--- config.mk ---
export PLATFORM = sky130hd
export DESIGN_NAME = uart_lc_tx
export DESIGN_NICKNAME = d
export VERILOG_FILES = /design/src/rtl/uart_lc_tx_pkg.sv /design/src/rtl/uart_tx_hold.sv /design/src/rtl/uart_tx_seq.sv /design/src/rtl/uart_lc_tx.sv
export SDC_FILE = /design/constraint.sdc
export NUM_CORES = 1
export LEC_CHECK = 0
export BUFFER_PORTS_ARGS = -buffer_cell sky130_fd_sc_hd__buf_2
export CAP_MARGIN = 5
export CORE_ASPECT_RATIO = 1.1
export CORE_MARGIN = 8
export CORE_UTILIZATION = 34
export CTS_CLUSTER_SIZE = 10
export DETAILED_ROUTE_END_ITERATION = 10
export GPL_ROUTABILITY_DRIVEN = 1
export SYNTH_ARGS = -nofsm -noshare
export SYNTH_HDL_FRONTEND = slang
export SYNTH_HIERARCHICAL = 1
export SYNTH_SLANG_ARGS = --single-unit
--- constraint.sdc ---
create_clock -name clk -period 4 [get_ports clk]
set_input_delay 0.6 -clock clk [delete_from_list [all_inputs] [get_ports clk]]
set_output_delay 0.6 -clock clk [all_outputs]
set_load 0.02 [all_outputs]
--- src/rtl/uart_lc_tx_pkg.sv ---
package uart_lc_tx_pkg;

    typedef enum logic [2:0] {
        ST_IDLE,
        ST_START,
        ST_DATA,
        ST_PARITY,
        ST_STOP
    } tx_state_t;

    localparam int LC_STOP  = 2;
    localparam int LC_PEN   = 3;
    localparam int LC_EVEN  = 4;
    localparam int LC_STICK = 5;
    localparam int LC_BREAK = 6;

    function automatic logic calc_parity(input logic [7:0] d, input logic [1:0] wl,
                                         input logic even_sel, input logic stick);
        logic [7:0] mask;
        mask = 8'hFF >> (2'd3 - wl);
        if (stick)
            return ~even_sel;
        return even_sel ? ^(d & mask) : ~^(d & mask);
    endfunction

endpackage

--- src/rtl/uart_tx_hold.sv ---
module uart_tx_hold #(
    parameter int DW = 8
) (
    input  logic          clk,
    input  logic          rst_n,
    input  logic          wr_en,
    input  logic [DW-1:0] wr_data,
    input  logic          take,
    output logic [DW-1:0] hold_data,
    output logic          hold_full
);
    always_ff @(posedge clk or negedge rst_n) begin
        if (!rst_n) begin
            hold_data <= '0;
            hold_full <= 1'b0;
        end else begin
            if (wr_en) begin
                hold_data <= wr_data;
                hold_full <= 1'b1;
            end else if (take) begin
                hold_full <= 1'b0;
            end
        end
    end
endmodule

--- src/rtl/uart_tx_seq.sv ---
module uart_tx_seq
    import uart_lc_tx_pkg::*;
#(
    parameter int OVERSAMPLE = 16
) (
    input  logic       clk,
    input  logic       rst_n,
    input  logic       tick,
    input  logic [5:0] fmt,
    input  logic       hold_full,
    input  logic [7:0] hold_data,
    output logic       take,
    output logic       frame_bit,
    output logic       busy
);
    localparam int CW = $clog2(2 * OVERSAMPLE);
    localparam logic [CW-1:0] BIT_LAST  = CW'(OVERSAMPLE - 1);
    localparam logic [CW-1:0] HALF_LAST = CW'(OVERSAMPLE * 3 / 2 - 1);
    localparam logic [CW-1:0] TWO_LAST  = CW'(2 * OVERSAMPLE - 1);

    tx_state_t     state_q, state_d;
    logic [CW-1:0] cnt_q;
    logic [7:0]    shreg_q;
    logic [2:0]    left_q;
    logic          par_q, pen_q, long_stop_q, short_word_q;
    logic          load, adv, bit_end, stop_end;
    logic [CW-1:0] stop_last;

    always_comb begin
        if (!long_stop_q)
            stop_last = BIT_LAST;
        else if (short_word_q)
            stop_last = HALF_LAST;
        else
            stop_last = TWO_LAST;
    end

    assign bit_end  = tick && (cnt_q == BIT_LAST);
    assign stop_end = tick && (cnt_q == stop_last);

    // next state
    always_comb begin
        state_d = state_q;
        load    = 1'b0;
        adv     = 1'b0;
        unique case (state_q)
            ST_IDLE: begin
                if (hold_full) begin
                    load    = 1'b1;
                    state_d = ST_START;
                end
            end
            ST_START: begin
                if (bit_end) begin
                    adv     = 1'b1;
                    state_d = ST_DATA;
                end
            end
            ST_DATA: begin
                if (bit_end) begin
                    adv = 1'b1;
                    if (left_q == 3'd0)
                        state_d = pen_q ? ST_PARITY : ST_STOP;
                end
            end
            ST_PARITY: begin
                if (bit_end) begin
                    adv     = 1'b1;
                    state_d = ST_STOP;
                end
            end
            ST_STOP: begin
                if (stop_end) begin
                    adv = 1'b1;
                    if (hold_full) begin
                        load    = 1'b1;
                        state_d = ST_START;
                    end else begin
                        state_d = ST_IDLE;
                    end
                end
            end
            default: state_d = ST_IDLE;
        endcase
    end

    // state register and datapath
    always_ff @(posedge clk or negedge rst_n) begin
        if (!rst_n) begin
            state_q      <= ST_IDLE;
            cnt_q        <= '0;
            shreg_q      <= '0;
            left_q       <= '0;
            par_q        <= 1'b0;
            pen_q        <= 1'b0;
            long_stop_q  <= 1'b0;
            short_word_q <= 1'b0;
        end else begin
            state_q <= state_d;
            if (load || adv)
                cnt_q <= '0;
            else if (tick && state_q != ST_IDLE)
                cnt_q <= cnt_q + 1'b1;
            if (load) begin
                shreg_q      <= hold_data;
                left_q       <= 3'd4 + {1'b0, fmt[1:0]};
                par_q        <= calc_parity(hold_data, fmt[1:0], fmt[LC_EVEN], fmt[LC_STICK]);
                pen_q        <= fmt[LC_PEN];
                long_stop_q  <= fmt[LC_STOP];
                short_word_q <= (fmt[1:0] == 2'b00);
            end else if (adv && state_q == ST_DATA) begin
                shreg_q <= shreg_q >> 1;
                left_q  <= left_q - 3'd1;
            end
        end
    end

    // outputs
    always_comb begin
        unique case (state_q)
            ST_START:  frame_bit = 1'b0;
            ST_DATA:   frame_bit = shreg_q[0];
            ST_PARITY: frame_bit = par_q;
            default:   frame_bit = 1'b1;
        endcase
    end

    assign take = load;
    assign busy = (state_q != ST_IDLE);
endmodule

--- src/rtl/uart_lc_tx.sv ---
module uart_lc_tx
    import uart_lc_tx_pkg::*;
#(
    parameter int OVERSAMPLE = 16
) (
    input  logic       clk,
    input  logic       rst_n,
    input  logic       baud_tick,
    input  logic       wr_en,
    input  logic [7:0] wr_data,
    input  logic [6:0] line_ctl,
    input  logic       loop_en,
    output logic       txd,
    output logic       loop_rxd,
    output logic       hold_empty,
    output logic       tx_empty
);
    logic [7:0] hold_data;
    logic       hold_full, take, frame_bit, seq_busy, line_bit;

    uart_tx_hold #(.DW(8)) hold_i (
        .clk       (clk),
        .rst_n     (rst_n),
        .wr_en     (wr_en),
        .wr_data   (wr_data),
        .take      (take),
        .hold_data (hold_data),
        .hold_full (hold_full)
    );

    uart_tx_seq #(.OVERSAMPLE(OVERSAMPLE)) seq_i (
        .clk       (clk),
        .rst_n     (rst_n),
        .tick      (baud_tick),
        .fmt       (line_ctl[5:0]),
        .hold_full (hold_full),
        .hold_data (hold_data),
        .take      (take),
        .frame_bit (frame_bit),
        .busy      (seq_busy)
    );

    assign line_bit   = line_ctl[LC_BREAK] ? 1'b0 : frame_bit;
    assign txd        = loop_en ? 1'b1 : line_bit;
    assign loop_rxd   = loop_en ? line_bit : 1'b1;
    assign hold_empty = ~hold_full;
    assign tx_empty   = ~hold_full & ~seq_busy;
endmodule

==> impl_metrics.json <==
{
  "cp.required_ns": 3.40,
  "final_max_slew_viol_count": 0,
  "multi_input_area_um2": 890,
  "root_buffer": "clkbuf_8",
  "synth.area.top_cells": "dfrtp_1, mux2_4, mux2i_1",
  "setup-tns-final_ns": 0,
  "holdWs_ns": 0.368,
  "maxCapViolCount": 0,
  "clock_sinks": 32,
  "slowest_delay_ns": 0.49,
  "regToRegSetupSlack_ns": 1.89,
  "clk_pin_slew_worst_paths_ns": 0.06,
  "synth_top_family_by_area": "simple AND/OR/NAND/NOR gates",
  "peakVddDrop_mv": 0.235,
  "cts_resized": 0,
  "slowest_stage": "dfrtp_1",
  "synth_area_mm2": 0.00178,
  "critPathLaunchType": "flop",
  "synth_top_area_share_pct": 45.0,
  "synth-edff-count": 0,
  "hpwl_mm": 2.41,
  "core_area_mm2": 0.00503,
  "clockBufferDepth": 2,
  "worstMarginPinSlew_ns": 0.712,
  "synth_area_per_cell_um2": 10.7,
  "pwr_density_cell_mw_per_mm2": 585,
  "vias_per_cell": 5.02,
  "yosysTopAreaCell": "dfrtp_1",
  "mostFrequentLayoutCell": "dfrtp_1",
  "grt_max_degree": 33,
  "clk_latency_ns": 0.28,
  "grt_pass1_wl_mm": 5.87,
  "fmax_mhz": 458,
  "numCtsBuffers": 5,
  "r2r-end": "seq_i/long_stop_q",
  "async_flop_share_pct": 100,
  "grt_antenna_before_repair": 0,
  "worstSetupPathType": "flop to output pin",
  "yosysSeqAreaShare_pct": 45.0,
  "initial_utilization_pct": 35.3,
  "wirelength_mm": 3.31,
  "status": "finished clean",
  "hold_violations": 0,
  "syn-num-nets": 191,
  "drt_first_pass_iters": 4,
  "globalplace.congestion": 0.714,
  "synth_compound_area_share_pct": 14.3,
  "drive_above_1_share_pct": 26.8,
  "p_leak_nw": 0.935,
  "synth.distinct_cells": 50,
  "worst-path-max-fanout": 12,
  "yosys_warnings": 6,
  "nFillCells": 490,
  "rsz0062_at_grt": "false",
  "setup_viol": 0,
  "n_antenna_cell": 0,
  "mostFrequentLayoutCells": "dfrtp_1, buf_2, nand2_1, inv_1, nor2_1",
  "post_cts_buffers": 0,
  "finalNetCount": 214,
  "die_x_um": 85.0,
  "final-seq-area_um2": 801,
  "ys_ff_latch": 32,
  "ant_nets": 0,
  "tritoncts": "yes",
  "hold_buffers": 0,
  "period_needed_ns": 2.18,
  "crit_path_end_kind": "output pin",
  "wl_per_cell_um": 13.4,
  "synthMuxAreaShare_pct": 13.1,
  "finalClockSkew_ns": 0.00444,
  "die_height_um": 91.9,
  "slew_headroom_pct": 52.6,
  "syn2layout_area_growth_pct": 12.4,
  "drt-initial-drc-count": 54,
  "grt_use_total_pct": 9.18,
  "rr_startpoint": "seq_i/state_q[1]",
  "synth_xor_area_share_pct": 4.71,
  "htreeDepth": 2,
  "rows": 27,
  "portBuffers": 23,
  "overflow": 0,
  "drc": 0,
  "ios": 24,
  "ys.flop_type": "dfrtp_1",
  "netlist_instances": 167,
  "crit_arrival_ns": 1.58,
  "via_count": 1246,
  "grt_pass1_vias": 1276,
  "ff2ff_path_depth": 3,
  "layout_worst_path_cycle_share_pct": 54.6,
  "post_synth_and_or_nand_nor_area_fraction_pct": 15.0,
  "hold_path_class": "input port to asynchronous set/reset pin",
  "die_area_mm2": 0.00781,
  "cp_cell_sequence": "nor2_1 -> a22oi_1 -> or2_2 -> nand2b_4 -> nand2b_2 -> buf_2",
  "yosys.area_share.adder_pct": 2.81
}
==> how the worst max path moves through the flow <==
stage                           startpoint                 end  slack [ns]
after floorplan                line_ctl[0]         seq_i/par_q        2.07
after global placement           baud_tick  seq_i/short_word_q        1.80
after detailed placement         baud_tick   seq_i/long_stop_q        1.76
after CTS                 seq_i/state_q[0]                 txd        1.81
after global routing      seq_i/state_q[0]                 txd        1.72
final                     seq_i/state_q[0]                 txd        1.82
==> cells by family after synthesis <==
family | Yosys count
and+or+nand+nor | 50
AOI/OAI and AO/OA | 36
DFF | 32
muxes | 19
buffers and inverters | 18
xor gates and xnor gates | 8
adders and majority gates | 4
==> layer usage <==
layer  vias up  GRT usage (%)  wire (µm)
met5         -              0          0
met4         0           2.67         27
met3         6           2.94        110
met2        19           14.1       1530
met1       597           12.0       1650
li1        624              -          -
==> flip-flops by register name, indices dropped and copies added, names as in the netlist <==
signal,cells
seq_i/shreg_q,8
hold_i/hold_full,1
seq_i/long_stop_q,1
seq_i/short_word_q,1
seq_i/cnt_q,5
seq_i/left_q,3
seq_i/pen_q,1
seq_i/par_q,1
hold_i/hold_data,8
seq_i/state_q,3
==> through the flow <==
stage | power [W] | util (%) | cell area (µm²) | worst slack, ns | std cells
2_1_floorplan | 0.000860 | - | 1780 | 2.07 | 167
3_3_place_gp | 0.000940 | 38.2 | 1920 | 1.80 | 241
3_5_place_dp | 0.000952 | 38.2 | 1920 | 1.76 | 241
4_1_cts | 0.00119 | 39.7 | 2000 | 1.81 | 248
6_report | 0.00117 | 39.7 | 2000 | 1.82 | 248
5_1_grt | 0.00127 | 39.7 | 2000 | 1.72 | 248
==> area by class of cell <==
| type | instances | area share, % |
|---|---|---|
| clock buffers | 6 | 3.63 |
| flip-flops and latches | 32 | 40.0 |
| inverters | 10 | 1.88 |
| multi-input cells | 117 | 44.5 |
| well taps | 58 | 3.63 |
| repair buffers | 24 | 6.13 |
| clock inverters | 1 | 0.250 |
==> power by group <==
group          switching [W]  total [W]  internal (W)
Sequential         0.0000968   0.000533      0.000436
Combinational       0.000206   0.000408      0.000202
Clock               0.000112   0.000230      0.000118
==> cell usage after synthesis (3+ instances only) <==
cell and number:
xor2_1 4, ha_1 4, dfrtp_1 32, or3_1 3, a21oi_1 8, o211ai_1 3, clkbuf_1 3, inv_1 10
nor2_1 10, xnor2_1 3, nand2_1 17, o21ai_1 4, nand3_1 3, o21ai_0 9, mux2i_1 9, mux2_4 8
==> worst max-delay path: cells and delay by family, from the launching register on <==
| family | cells | cell delay, ns |
|---|---|---|
| DFF | 1 | 0.49 |
| buffers and inverters | 1 | 0.15 |
| and+or+nand+nor | 4 | 0.59 |
| AOI/OAI and AO/OA | 1 | 0.07 |
Power figures use the tool's default switching activity.
